--- src/rtl/sop_pkg.sv ---
// Package: shared types and helpers for the sum-of-products array.
// Assumes nothing beyond elaboration-time constant arguments.
package sop_pkg;

    // Build-time personality of the array
    typedef enum logic [1:0] {
        SOP_ROM = 2'd0,  // fixed full decoder, programmable OR plane
        SOP_PLA = 2'd1,  // both planes programmable, terms shareable
        SOP_PAL = 2'd2   // programmable AND plane, fixed private term groups
    } sop_mode_e;

    // Number of product terms the fabric carries for a personality
    function automatic int term_count(input sop_mode_e mode, input int n_in, input int p_terms);
        return (mode == SOP_ROM) ? (1 << n_in) : p_terms;
    endfunction

    // Larger of two integers, for port width derivation
    function automatic int imax(input int a, input int b);
        return (a > b) ? a : b;
    endfunction

endpackage

--- src/rtl/sop_cfg_decode.sv ---
// Module: sop_cfg_decode
// Turns one configuration write into at most one row strobe and one column
// strobe. The top address bit picks the plane; the low bits index it.
// Indices beyond a plane match no strobe, so such writes are dropped.
// Assumes: addr is known while we is high.
module sop_cfg_decode
    import sop_pkg::*;
#(
    parameter sop_mode_e MODE  = SOP_PLA,
    parameter int        NT    = 8,
    parameter int        M_OUT = 4,
    parameter int        IW    = 3,
    localparam int       AW    = IW + 1
) (
    input  logic              clk,
    input  logic              rst_n,
    input  logic              we,
    input  logic [AW-1:0]     addr,
    output logic [NT-1:0]     row_we,
    output logic [M_OUT-1:0]  col_we
);

    logic          sel_or;
    logic [IW-1:0] idx;

    // Split the address into plane select and index
    always_comb begin
        sel_or = addr[AW-1];
        idx    = addr[IW-1:0];
    end

    genvar t;
    genvar k;
    generate
        for (t = 0; t < NT; t++) begin : g_row
            if (MODE == SOP_ROM) begin : g_fixed
                // The decoder plane has no storage, so rows never take a strobe
                assign row_we[t] = 1'b0;
            end else begin : g_prog
                // Row strobe when the AND plane is addressed at this index
                assign row_we[t] = we && !sel_or && (idx == IW'(t));
            end
        end
        for (k = 0; k < M_OUT; k++) begin : g_col
            // Column strobe when the OR plane is addressed at this index
            assign col_we[k] = we && sel_or && (idx == IW'(k));
        end
    endgenerate

    // a single write never reaches two storage targets
    a_r9_single_target: assert property (@(posedge clk) disable iff (!rst_n)
        $onehot0({row_we, col_we}));

    // without a write strobe no target is enabled
    a_r9_idle_no_strobe: assert property (@(posedge clk) disable iff (!rst_n)
        !we |-> ({row_we, col_we} == '0));

endmodule

--- src/rtl/sop_and_plane.sv ---
// Module: sop_and_plane
// Produces the product-term vector. In the read-only personality it is a
// fixed decoder of all minterms. Otherwise each term is stored as a row of
// literal-select pairs (bit 2i true input i, bit 2i+1 complement).
// Assumes: row_we is at most one-hot; rows are cleared by synchronous reset.
module sop_and_plane
    import sop_pkg::*;
#(
    parameter sop_mode_e MODE = SOP_PLA,
    parameter int        N_IN = 4,
    parameter int        NT   = 8,
    localparam int       RW   = 2 * N_IN
) (
    input  logic            clk,
    input  logic            rst_n,
    input  logic [NT-1:0]   row_we,
    input  logic [RW-1:0]   row_data,
    input  logic [N_IN-1:0] in_vec,
    output logic [NT-1:0]   terms
);

    genvar t;
    generate
        if (MODE == SOP_ROM) begin : g_decoder
            for (t = 0; t < NT; t++) begin : g_min
                // Minterm t is high exactly when the inputs encode t
                assign terms[t] = (in_vec == N_IN'(t));
            end

            // exactly one minterm is active for any input value
            a_r6_one_minterm: assert property (@(posedge clk) disable iff (!rst_n)
                $onehot(terms));

            logic unused_rows;
            // Row port is inert in this personality
            assign unused_rows = ^{row_we, row_data};
        end else begin : g_rows
            logic [NT-1:0][RW-1:0] rows;

            // Load or clear literal-select rows
            always_ff @(posedge clk) begin
                if (!rst_n) begin
                    rows <= '0;
                end else begin
                    for (int r = 0; r < NT; r++) begin
                        if (row_we[r]) rows[r] <= row_data;
                    end
                end
            end

            for (t = 0; t < NT; t++) begin : g_term
                logic hit;
                // AND of every selected literal; empty row yields 1
                always_comb begin
                    hit = 1'b1;
                    for (int i = 0; i < N_IN; i++) begin
                        if (rows[t][2*i]   && !in_vec[i]) hit = 1'b0;
                        if (rows[t][2*i+1] &&  in_vec[i]) hit = 1'b0;
                    end
                end
                assign terms[t] = hit;
            end

            // rows hold their contents when no row is strobed
            a_r9_rows_hold: assert property (@(posedge clk) disable iff (!rst_n)
                (row_we == '0) |=> $stable(rows));

            // a row selecting no literal always yields an active term
            a_r3_empty_row_true: assert property (@(posedge clk) disable iff (!rst_n)
                (rows[0] == '0) |-> terms[0]);
        end
    endgenerate

endmodule

--- src/rtl/sop_or_plane.sv ---
// Module: sop_or_plane
// Holds one term-select column per output and ORs the selected terms.
// In the fixed-OR personality each column is masked on write to the group
// of terms its output owns, so no term can feed two outputs.
// Assumes: col_we is at most one-hot; PAL_SIZES groups fit inside NT.
module sop_or_plane
    import sop_pkg::*;
#(
    parameter sop_mode_e   MODE      = SOP_PLA,
    parameter int          M_OUT     = 4,
    parameter int          NT        = 8,
    parameter logic [63:0] PAL_SIZES = 64'h0000_0000_0102_0203
) (
    input  logic             clk,
    input  logic             rst_n,
    input  logic [M_OUT-1:0] col_we,
    input  logic [NT-1:0]    col_data,
    input  logic [NT-1:0]    terms,
    output logic [M_OUT-1:0] out_vec
);

    // Terms owned by output k: all terms unless groups are fixed
    function automatic logic [NT-1:0] own_mask(input int k);
        int            first;
        int            size;
        logic [NT-1:0] m;
        first = 0;
        m     = '0;
        if (MODE != SOP_PAL) return '1;
        for (int j = 0; j < k; j++) first += int'(PAL_SIZES[8*j +: 8]);
        size = int'(PAL_SIZES[8*k +: 8]);
        for (int t = 0; t < NT; t++) m[t] = (t >= first) && (t < first + size);
        return m;
    endfunction

    logic [M_OUT-1:0][NT-1:0] cols;

    genvar k;
    genvar t;
    generate
        for (k = 0; k < M_OUT; k++) begin : g_col
            localparam logic [NT-1:0] MASK = own_mask(k);

            // Load a masked column or clear it on reset
            always_ff @(posedge clk) begin
                if (!rst_n)         cols[k] <= '0;
                else if (col_we[k]) cols[k] <= col_data & MASK;
            end

            // Sum of the selected product terms
            assign out_vec[k] = |(cols[k] & terms);

            // an empty column can never raise its output
            a_r4_empty_col_low: assert property (@(posedge clk) disable iff (!rst_n)
                (cols[k] == '0) |-> !out_vec[k]);

            // a column never holds a term outside its group
            a_r7_col_in_group: assert property (@(posedge clk) disable iff (!rst_n)
                (cols[k] & ~MASK) == '0);
        end

        if (MODE == SOP_PAL) begin : g_private
            for (t = 0; t < NT; t++) begin : g_use
                logic [M_OUT-1:0] users;
                // Gather which outputs connect term t
                always_comb begin
                    for (int j = 0; j < M_OUT; j++) users[j] = cols[j][t];
                end

                // no term is connected to more than one output
                a_r7_no_shared_term: assert property (@(posedge clk) disable iff (!rst_n)
                    $onehot0(users));
            end
        end
    endgenerate

    // columns hold their contents when none is strobed
    a_r9_cols_hold: assert property (@(posedge clk) disable iff (!rst_n)
        (col_we == '0) |=> $stable(cols));

endmodule

--- src/rtl/sop_logic_array.sv ---
// Module: sop_logic_array
// Top of the configurable two-level logic array. Wires the configuration
// decoder, the AND plane and the OR plane together. Evaluation is purely
// combinational from in_vec; only configuration is registered.
// Assumes: rst_n is held low for at least one clock before use; in the
// fixed-OR build M_OUT <= 8 and PAL_SIZES bytes sum to at most P_TERMS.
module sop_logic_array
    import sop_pkg::*;
#(
    parameter sop_mode_e   MODE      = SOP_PLA,
    parameter int          N_IN      = 4,
    parameter int          M_OUT     = 4,
    parameter int          P_TERMS   = 8,
    parameter logic [63:0] PAL_SIZES = 64'h0000_0000_0102_0203,
    localparam int         NT        = term_count(MODE, N_IN, P_TERMS),
    localparam int         IW        = $clog2(imax(imax(NT, M_OUT), 2)),
    localparam int         AW        = IW + 1,
    localparam int         DW        = imax(2 * N_IN, NT)
) (
    input  logic             clk,
    input  logic             rst_n,
    input  logic             cfg_we,
    input  logic [AW-1:0]    cfg_addr,
    input  logic [DW-1:0]    cfg_data,
    input  logic [N_IN-1:0]  in_vec,
    output logic [M_OUT-1:0] out_vec
);

    logic [NT-1:0]    row_we;
    logic [M_OUT-1:0] col_we;
    logic [NT-1:0]    terms;

    sop_cfg_decode #(
        .MODE  (MODE),
        .NT    (NT),
        .M_OUT (M_OUT),
        .IW    (IW)
    ) u_decode (
        .clk    (clk),
        .rst_n  (rst_n),
        .we     (cfg_we),
        .addr   (cfg_addr),
        .row_we (row_we),
        .col_we (col_we)
    );

    sop_and_plane #(
        .MODE (MODE),
        .N_IN (N_IN),
        .NT   (NT)
    ) u_and (
        .clk      (clk),
        .rst_n    (rst_n),
        .row_we   (row_we),
        .row_data (cfg_data[2*N_IN-1:0]),
        .in_vec   (in_vec),
        .terms    (terms)
    );

    sop_or_plane #(
        .MODE      (MODE),
        .M_OUT     (M_OUT),
        .NT        (NT),
        .PAL_SIZES (PAL_SIZES)
    ) u_or (
        .clk      (clk),
        .rst_n    (rst_n),
        .col_we   (col_we),
        .col_data (cfg_data[NT-1:0]),
        .terms    (terms),
        .out_vec  (out_vec)
    );

    // the first cycle after reset shows all outputs low
    a_r1_cleared_after_reset: assert property (@(posedge clk) disable iff (!rst_n)
        $past(!rst_n) |-> (out_vec == '0));

    // without a write and with steady inputs the outputs do not move
    a_r10_steady_hold: assert property (@(posedge clk) disable iff (!rst_n)
        ($past(rst_n) && $past(!cfg_we) && $stable(in_vec)) |-> $stable(out_vec));

endmodule

--- config.mk ---
export PLATFORM = sky130hd
export DESIGN_NAME = sop_logic_array
export DESIGN_NICKNAME = d
export VERILOG_FILES = /design/src/rtl/sop_pkg.sv /design/src/rtl/sop_cfg_decode.sv /design/src/rtl/sop_and_plane.sv /design/src/rtl/sop_or_plane.sv /design/src/rtl/sop_logic_array.sv
export SDC_FILE = /design/constraint.sdc
export NUM_CORES = 1
export LEC_CHECK = 0
export BUFFER_PORTS_ARGS = -buffer_cell sky130_fd_sc_hd__clkbuf_2
export CORE_UTILIZATION = 55
export CTS_BUF_LIST = sky130_fd_sc_hd__clkbuf_16
export DETAILED_ROUTE_END_ITERATION = 8
export HOLD_SLACK_MARGIN = 0.15
export MAX_ROUTING_LAYER = met4
export PLACE_DENSITY = 0.74
export RECOVER_POWER = 25
export SETUP_SLACK_MARGIN = 0.15
export SYNTH_ARGS = -nofsm -noshare
export SYNTH_HDL_FRONTEND = slang
export SYNTH_SLANG_ARGS = --single-unit
--- constraint.sdc ---
create_clock -name clk -period 1.4 [get_ports clk]
set_clock_uncertainty 0.1 [all_clocks]
set_input_delay 0.21 -clock clk [delete_from_list [all_inputs] [get_ports clk]]
set_output_delay 0.21 -clock clk [all_outputs]
set_load 0.01 [all_outputs]
==> run summary, run 1 <==
Max-Cap Viols - 0
post-route total power - 5.75 mW
Max FO, Critical Path - 4
I/O pin count - 23
Crit. End Element - primary output
layout cells sized above 1 - 0.202
peak supply drop - 0.000683 V
Post-Synth Simple-Gate Area - 0.183
critical path class - reg -> out
fin worst setup slack - -0.377 ns
CTS Buf Count - 9
Worst Tran Pin Value - 0.640 ns
Synth Area per Inst - 9.92 um^2
Detail Route Antenna Nets - 0
worst hold path depth - 3
Unique masters post-synth - 19
PortBufs - 22
design area - 0.00510 mm^2
routability cong. - 0.856
drt drc - 0
remaining global-route overflow - 0
worst hold start - cfg_data[4]
dpl ws - -0.341 ns
R2R Path End - u_and.g_rows.rows[13]
initial drt markers - 208
die area - 0.00817 mm^2
Net Count, Synth - 452
P_leak - 2.02 nW
Hold Fails Final Rpt - 0
die width - 90.4 um
Worst-Skew Late Latency - 0.33 ns
DRT Wirelength - 10500 um
Startpoint Class - flop
Syn Inst Count - 433
CP Cell Sequence - mux2i_1 -> and4_4 -> a22oi_2 -> nand4_1 -> clkbuf_2
pin count of the biggest net entering global routing - 97
Placed Cells - 553
Slew Limit Headroom - 0.574
P per Cell Area - 1130 mW/mm^2
most common cell after layout, fill and taps aside - mux2i_1
RSZ-0062 raised after global routing - yes
drt via density - 5.72
highest-count cells in the layout ignoring fill and taps - mux2i_1 (95), dfxtp_1 (87), nor2b_1 (65)
failing checks - setup timing
Core Box Area - 0.00741 mm^2
# diodes - 0
compound-cell area share of the yosys netlist - 0.112
r2r setup slk - 0.54 ns
Yosys warnings - 0
Final setup viols - 12
Seq cells post-synth - 96
WHS Endpoint - u_and.g_rows.rows[52]
Post-Syn Area - 0.00430 mm^2
CTS Buffer Depth - 2
XOR/XNOR share of the synthesized area - 0
first-pass GRT wire length - 17100 um
crit path DAT - 1.47 ns
minimum clock period - 1.78 ns
worst hold margin - 0.254 ns
CTS H-tree depth - 3
area grow syn2layout - 18.7%
post-synthesis mux area share - 0.224
register area share after synthesis - 0.447
overall via count from detail_route - 3261
CTS tree - built
largest family of logic cells by synthesized area - multiplexers
Starting Density - 0.580
slowest stage delay, CP - 0.33 ns
DP Area - 0.00480 mm^2
num rows - 31
CTS root buffer - clkbuf_16
TritonCTS Sinks - 96
worst-case reg-to-reg path depth - 3
adder-cell share of the synthesized area - 0
reg2reg start - u_and.g_rows.rows[13]
mean routed wirelength per cell - 18.4 um
initial antenna violation count - 0
Die Ht - 90.4 um
WP data required - 1.09 ns
fin crit share - 1.27
clock transition at the registers of the reported paths - 0.07 ns
Hold Crit Class - in -> reg
total global routing track utilization - 0.280
Finished Layout Cells - 570
Detailed Routing Iterations Pass 1 - 5
Max Slew Vio Count - 0
Worst path slowest cell - dfxtp_2
FMAX - 563 MHz
DP HPWL - 6740 um
status - finished, violations left
vias in the first global route - 3289
Nets - 485
-- how the worst max path moves through the flow --
stage | cells after the start | slack, ns | startpoint | end
after floorplan | 6 | 0.09 | cfg_addr[3] | u_and.g_rows.rows[31]
after global placement | 7 | -0.34 | in_vec[2] | out_vec[1]
after detailed placement | 7 | -0.34 | in_vec[2] | out_vec[3]
after CTS | 5 | -0.37 | u_and.g_rows.rows[1] | out_vec[3]
after global routing | 6 | -0.43 | u_and.g_rows.rows[49] | out_vec[0]
final | 5 | -0.38 | u_and.g_rows.rows[1] | out_vec[0]
-- critical path, delay by kind of cell, from the launching register on --
family	cells	cell delay (ns)
multiplexers	1	0.18
AO/OA/AOI/OAI	1	0.09
AND/OR/NAND/NOR	2	0.41
flip-flops	1	0.33
buffers and inverters	1	0.14
-- what timing repair did --
| item | 4_1_cts | 5_1_grt |
|---|---|---|
| pin swaps | 9 | 2 |
| hold endpoints to repair | 0 | 0 |
| hold buffers | 0 | 0 |
| buffers inserted | 1 | 0 |
| gates resized for setup | 31 | 9 |
| setup endpoints to repair | 4 | 4 |
-- registers in the layout, summed over array words and instances (netlist names) --
name / cells
u_or.cols: 32
u_and.g_rows.rows: 64
-- layout make-up --
class	instances	area (um^2)
sequential	96	1930
multi-input combinational	303	2290
clock inverter	7	76.3
fill	561	2310
clock buffer	9	225
tap	99	124
timing repair buffer	56	450
-- per-layer routing --
layer  vias to the layer above  GRT usage  wire length [um]
met3                         7     0.0320               684
met2                       114      0.450              4980
met4                         0      0.105                71
li1                       1575          -                 -
met1                      1565      0.363              4760
met5                         -          -                 0
-- report_power, final --
group | internal (mW) | total (mW) | leakage [nW] | switching [mW]
Clock | 1.40 | 2.47 | 0.145 | 1.07
Combinational | 0.219 | 0.489 | 1.10 | 0.269
Sequential | 2.77 | 2.79 | 0.779 | 0.0214
Total | 4.39 | 5.75 | 2.02 | 1.36
-- synth_stat cells --
cell / number / area share
nand3b_1: 1 / 0.0017
clkbuf_1: 24 / 0.021
nor2_1: 4 / 0.0035
buf_4: 2 / 0.0035
nand3_1: 8 / 0.0093
nand2_1: 34 / 0.030
nand3b_2: 1 / 0.0026
and4_1: 8 / 0.016
nor3b_2: 1 / 0.0029
nor2_4: 3 / 0.0079
o21ai_0: 24 / 0.028
mux2i_1: 96 / 0.22
nor2b_1: 65 / 0.095
a21boi_0: 32 / 0.056
nand4_1: 4 / 0.0058
a22oi_1: 16 / 0.028
buf_2: 8 / 0.0093
dfxtp_1: 96 / 0.45
nand2b_1: 6 / 0.0087
-- cell families (layout without fill, tap and decap cells) --
logic type / Yosys count / after routing
flip-flops: 96 / 96
AND/OR/NAND/NOR: 135 / 135
multiplexers: 96 / 96
AO/OA/AOI/OAI: 72 / 72
buffers and inverters: 34 / 72
-- metrics by stage --
step | util | setup TNS [ns]
after floorplan | - | 0
after global placement | 0.648 | -1.43
after detailed placement | 0.648 | -1.59
after CTS | 0.700 | -1.46
after global routing | 0.688 | -3.61
final | 0.688 | -1.88
Note: power is estimated with default switching activity, not from simulation.
==> inputs of run 2 (changes only) <==
--- a/config.mk
+++ b/config.mk
@@ -6,6 +6,7 @@
 export NUM_CORES = 1
 export LEC_CHECK = 0
 export BUFFER_PORTS_ARGS = -buffer_cell sky130_fd_sc_hd__clkbuf_2
+export CORE_MARGIN = 4
 export CORE_UTILIZATION = 55
 export CTS_BUF_LIST = sky130_fd_sc_hd__clkbuf_16
 export DETAILED_ROUTE_END_ITERATION = 8
@@ -13,7 +14,7 @@
 export MAX_ROUTING_LAYER = met4
 export PLACE_DENSITY = 0.74
 export RECOVER_POWER = 25
-export SETUP_SLACK_MARGIN = 0.15
+export SETUP_SLACK_MARGIN = 0.02
 export SYNTH_ARGS = -nofsm -noshare
 export SYNTH_HDL_FRONTEND = slang
 export SYNTH_SLANG_ARGS = --single-unit
==> constraint.sdc (replaced) <==
create_clock -name clk -period 1.4 [get_ports clk]
set_clock_uncertainty 0.1 [all_clocks]
set_input_delay 0.14 -clock clk [delete_from_list [all_inputs] [get_ports clk]]
set_output_delay 0.14 -clock clk [all_outputs]
set_load 0.01 [all_outputs]
==> run summary, run 2 (synthesis results as in run 1) <==
status - finished, violations left
failing checks - setup timing
crit path DAT - 1.50 ns (+0.03 ns)
Top delay family on crit path - simple AND/OR/NAND/NOR gates
clock transition at the registers of the reported paths - 0.06 ns (about the same)
setup tns final - -1.29 ns (+0.592 ns)
Detailed Routing Iterations Pass 1 - 5 (unchanged)
Worst path slowest cell - dfxtp_1
DRT Wirelength - 10200 um (-2.4%)
Starting Density - 0.580 (unchanged)
overall via count from detail_route - 3185 (-2.3%)
Hold Crit Class - in -> reg
Startpoint Class - flop
Max Slew Vio Count - 0 (unchanged)
vias in the first global route - 3115 (-5.3%)
num rows - 31 (unchanged)
PortBufs - 22 (unchanged)
RSZ-0062 raised after global routing - yes
hold buffers post-CTS - 0 (unchanged)
Detail Route Antenna Nets - 0 (unchanged)
post-route total power - 5.95 mW (+3.5%)
final core occ - 0.686 (-0.00186)
initial drt markers - 180 (-13%)
CTS Buffer Depth - 2 (unchanged)
Slew Limit Headroom - 0.583 (+0.00981)
CTS root buffer - clkbuf_16
Die Ht - 96.4 um (+6.6%)
P per Cell Area - 1170 mW/mm^2 (+3.8%)
pin count of the biggest net entering global routing - 97 (unchanged)
minimum clock period - 1.74 ns (-0.0392 ns)
Hold Fails Final Rpt - 0 (unchanged)
Core Box Area - 0.00741 mm^2 (unchanged)
max reg flops - 64 (unchanged)
peak supply drop - 0.000929 V (+36%)
CTS H-tree depth - 3 (unchanged)
Worst-Skew Late Latency - 0.34 ns (about the same)
slowest stage delay, CP - 0.33 ns (about the same)
area grow syn2layout - 18.4%
critical path class - reg -> out
Max FO, Critical Path - 4 (unchanged)
CTS Buf Count - 9 (unchanged)
largest register by flop count - u_and.g_rows.rows
P_leak - 2.04 nW (+0.62%)
first-pass GRT wire length - 16000 um (-6.8%)
DP HPWL - 6600 um (-2.1%)
fin worst setup slack - -0.338 ns (+0.0392 ns)
Max-Cap Viols - 0 (unchanged)
critical path buffer and inverter count - 1 (unchanged)
Crit. End Element - primary output
fillcell total - 556 (-0.89%)
initial antenna violation count - 0 (unchanged)
layout cells sized above 1 - 0.183 (-0.0185)
total global routing track utilization - 0.237 (-0.0424)
WP data required - 1.16 ns (+0.07 ns)
fin crit share - 1.24 (-0.0280)
number of setup buffers added after CTS - 0 (-1)
highest-count cells in the layout ignoring fill and taps - mux2i_1 (95), dfxtp_1 (87), nor2b_1 (65)
die area - 0.00929 mm^2 (+14%)
Worst Tran Pin Value - 0.625 ns (-0.0147 ns)
biggest regs - u_and.g_rows.rows (64), u_or.cols (32)
die width - 96.4 um (+6.6%)
most common cell after layout, fill and taps aside - mux2i_1
FMAX - 575 MHz (+2.3%)
TritonCTS Sinks - 96 (unchanged)
mean routed wirelength per cell - 18.2 um (-1.2%)
drt via density - 5.66 (-1.1%)
Nets - 478 (-1.4%)
remaining global-route overflow - 0 (unchanged)
CTS tree - built
routability cong. - 0.786 (-8.1%)
CP Cell Sequence - mux2i_1 -> and4_4 -> a22oi_1 -> nand4_1 -> buf_2
I/O pin count - 23 (unchanged)
Final setup viols - 4 (-8)
drt drc - 0 (unchanged)
# diodes - 0 (unchanged)
-- run 2: cell types whose count changed in the layout (fill, tap and decap cells not counted), sizes merged --
cell          previous run  this run
buf                     29        26
bufinv                   1         3
clkinv                   1         0
clkbuf                  35        30
clkinvlp                 1         0
dlymetal6s2s             1         2
-- run 2: power breakdown --
| part | switching (mW) | internal [mW] |
|---|---|---|
| Sequential | 0.0204 | 2.77 |
| Combinational | 0.264 | 0.209 |
| Clock | 0.970 | 1.72 |
-- run 2: stage by stage --
step	std cells	instance area, um^2	setup WS [ns]	hold slack, ns
5_1_grt	563	5080	-0.397	0.182
3_5_place_dp	547	4710	-0.191	0.358
2_1_floorplan	433	4300	0.126	0.209
6_report	563	5080	-0.338	0.156
4_1_cts	563	5080	-0.325	0.161
3_3_place_gp	547	4710	-0.185	0.348
-- run 2: final timing paths --
path | start | end | slack (ns) | cells past startpoint
worst max-delay path | u_and.g_rows.rows[37] | out_vec[2] | -0.34 | 5
worst min-delay path | cfg_data[2] | u_and.g_rows.rows[58] | 0.16 | 3
worst max register to register | u_and.g_rows.rows[51] | u_and.g_rows.rows[51] | 0.61 | 2
worst min register to register | u_and.g_rows.rows[0] | u_and.g_rows.rows[0] | 0.37 | 2
-- run 2: cell type report --
type                            instances  area (um^2)  area share
Clock buffer                            9          225      0.0443
Sequential cell                        96         1930       0.380
Clock inverter                          7          105      0.0207
Multi-Input combinational cell        303         2290       0.450
Timing Repair Buffer                   49          409      0.0805
Tap cell                               99          124      0.0244
-- run 2: metal layers --
layer | up-vias | track usage | wire length [um] | part of all wire
met5 | - | - | 0 | 0
met4 | 0 | 0.0607 | 117 | 0.011
met3 | 14 | 0.0542 | 378 | 0.037
met2 | 69 | 0.382 | 5030 | 0.49
met1 | 1547 | 0.303 | 4720 | 0.46
li1 | 1555 | - | - | -
-- run 2: worst min-delay path, stage by stage --
cell and delay (ns):
clkbuf_2 0.23, nand2_1 0.11, a21boi_0 0.06
-- run 2: repair_timing --
item,4_1_cts,5_1_grt
gates cloned,0,0
endpoints found under the setup margin,4,4
resized for setup,20,21
pin swaps,6,8
==> inputs of run 3 (changes only) <==
--- a/config.mk
+++ b/config.mk
@@ -6,10 +6,11 @@
 export NUM_CORES = 1
 export LEC_CHECK = 0
 export BUFFER_PORTS_ARGS = -buffer_cell sky130_fd_sc_hd__clkbuf_2
-export CORE_MARGIN = 4
+export CORE_MARGIN = 2
 export CORE_UTILIZATION = 55
 export CTS_BUF_LIST = sky130_fd_sc_hd__clkbuf_16
 export DETAILED_ROUTE_END_ITERATION = 8
+export GPL_TIMING_DRIVEN = 0
 export HOLD_SLACK_MARGIN = 0.15
 export MAX_ROUTING_LAYER = met4
 export PLACE_DENSITY = 0.74
==> run summary, run 3 (synthesis results as in run 1) <==
RSZ-0062 raised after global routing - yes
fin worst setup slack - -0.351 ns (-0.0125 ns)
mean routed wirelength per cell - 18.3 um (+0.45%)
drt drc - 0 (unchanged)
Core Box Area - 0.00765 mm^2 (+3.2%)
max reg flops - 64 (unchanged)
WHS Endpoint - u_and.g_rows.rows[61]
CTS root buffer - clkbuf_16
critical path class - reg -> out
Starting Density - 0.562 (-0.0181)
TritonCTS Sinks - 96 (unchanged)
Worst-Skew Late Latency - 0.33 ns (about the same)
biggest regs - u_and.g_rows.rows (64), u_or.cols (32)
Worst path slowest cell - dfxtp_2
internal power - 4.35 mW (-7.4%)
initial drt markers - 146 (-19%)
Crit. End Element - primary output
peak supply drop - 0.000759 V (-18%)
reg2reg start - u_and.g_rows.rows[55]
largest register by flop count - u_and.g_rows.rows
design area - 0.00499 mm^2 (-1.8%)
Hold Crit Class - in -> reg
highest-count cells in the layout ignoring fill and taps - mux2i_1 (96), dfxtp_1 (75), nor2b_1 (64)
overall via count from detail_route - 3270 (+2.7%)
Setup crit start - u_and.g_rows.rows[26]
# diodes - 0 (unchanged)
num rows - 32 (+3.2%)
initial antenna violation count - 0 (unchanged)
worst hold path depth - 2 (-1)
die area - 0.00853 mm^2 (-8.1%)
fillcell total - 631 (+13%)
Detailed Routing Iterations Pass 1 - 4 (-1)
Slew Limit Headroom - 0.481 (-0.102)
area grow syn2layout - 16.2%
DP HPWL - 6790 um (+2.9%)
worst hold start - rst_n
switching part of the total power - 0.237 (+0.0256)
WL met1 - 4640 um (-1.6%)
vias in the first global route - 3116 (+0.032%)
Max Slew Vio Count - 0 (unchanged)
DP Area - 0.00451 mm^2 (-4.3%)
Detail Route Antenna Nets - 0 (unchanged)
routability cong. - 0.821 (+4.4%)
Final setup viols - 4 (unchanged)
slowest stage delay, CP - 0.33 ns (about the same)
Psw - 1.35 mW (+7.3%)
Hold Fails Final Rpt - 0 (unchanged)
PortBufs - 17 (-23%)
r2r setup slk - 0.54 ns (-0.07 ns)
failing checks - setup timing
I/O pin count - 23 (unchanged)
pin count of the biggest net entering global routing - 17 (-82%)
drt via density - 5.67 (+0.18%)
die width - 92.4 um (-4.2%)
fin crit share - 1.25 (+0.00892)
Nets - 489 (+2.3%)
FMAX - 571 MHz (-0.71%)
met3 wire length - 700 um (+85%)
number of setup buffers added after CTS - 0 (unchanged)
WP data required - 1.16 ns (about the same)
Worst Tran Pin Value - 0.778 ns (+0.153 ns)
CTS tree - built
Flop pwr share - 0.489 (+0.021)
worst-case reg-to-reg path depth - 2 (unchanged)
P per Cell Area - 1140 mW/mm^2 (-2.6%)
Die Ht - 92.4 um (-4.2%)
CTS H-tree depth - 3 (unchanged)
layout cells sized above 1 - 0.194 (+0.0105)
dpl ws - -0.326 ns (-0.135 ns)
Max FO, Critical Path - 4 (unchanged)
clock transition at the registers of the reported paths - 0.07 ns (about the same)
total global routing track utilization - 0.261 (+0.0240)
R2R Path End - u_and.g_rows.rows[55]
CTS Buf Count - 9 (unchanged)
DR WL met2 - 5060 um (+0.64%)
CP Cell Sequence - mux2i_1 -> and4_4 -> a22oi_2 -> nand4_1 -> buf_2
critical path buffer and inverter count - 1 (unchanged)
minimum clock period - 1.75 ns (+0.0125 ns)
Startpoint Class - flop
Top delay family on crit path - simple AND/OR/NAND/NOR gates
status - finished, violations left
most common cell after layout, fill and taps aside - mux2i_1
DRT Wirelength - 10500 um (+2.9%)
remaining global-route overflow - 0 (unchanged)
Clk network pwr share - 0.428 (-0.024)
combinational share of power - 0.083 (+0.004)
CTS Buffer Depth - 2 (unchanged)
P_leak - 1.93 nW (-5.0%)
crit path DAT - 1.51 ns (about the same)
first-pass GRT wire length - 16400 um (+2.5%)
top sig layer - met4
Max-Cap Viols - 0 (unchanged)
[run 3: layout make-up]
type / count / area, um^2 / share of cell area
clock buffer: 9 / 225 / 0.0451
buffer: 34 / 159 / 0.0318
multi-input combinational: 303 / 2290 / 0.458
clock inverter: 7 / 70.1 / 0.0140
timing repair buffer: 26 / 174 / 0.0348
tap: 102 / 128 / 0.0256
sequential: 96 / 1950 / 0.390
[run 3: power groups by stage]
stage | Clock (mW) | Sequential [mW] | Combinational (mW)
after detailed placement | 0 | 2.84 | 0.424
after global placement | 0 | 2.84 | 0.418
after CTS | 2.45 | 2.78 | 0.464
after floorplan | 0 | 2.84 | 0.274
final | 2.43 | 2.78 | 0.474
after global routing | 2.55 | 2.79 | 0.502
[run 3: how the worst max path moves through the flow]
stage | cells past startpoint | endpoint
after floorplan | 6 | u_and.g_rows.rows[31]
after global placement | 6 | out_vec[0]
after detailed placement | 6 | out_vec[0]
after CTS | 5 | out_vec[1]
after global routing | 5 | out_vec[0]
final | 5 | out_vec[0]
[run 3: repair_timing]
item	CTS	global route
endpoints found under the hold margin	62	0
pin swaps	10	6
gates resized for setup	33	33
endpoints found under the setup margin	4	50
hold buffers	9	0
[run 3: metal layers]
metal,up-vias,global-route usage
li1,1581,-
met4,0,0.0945
met5,-,-
met3,12,0.0496
met2,98,0.415
met1,1579,0.335
[run 3: stage by stage]
step | TNS [ns] | util | power (mW) | instances | hold slack (ns)
final | -1.22 | 0.653 | 5.69 | 577 | 0.175
after floorplan | 0 | - | 3.11 | 433 | 0.209
after global routing | -1.62 | 0.653 | 5.84 | 577 | 0.216
after global placement | -8.32 | 0.589 | 3.26 | 552 | 0.331
after CTS | -6.35 | 0.647 | 5.70 | 577 | 0.165
after detailed placement | -10.60 | 0.589 | 3.27 | 552 | 0.338
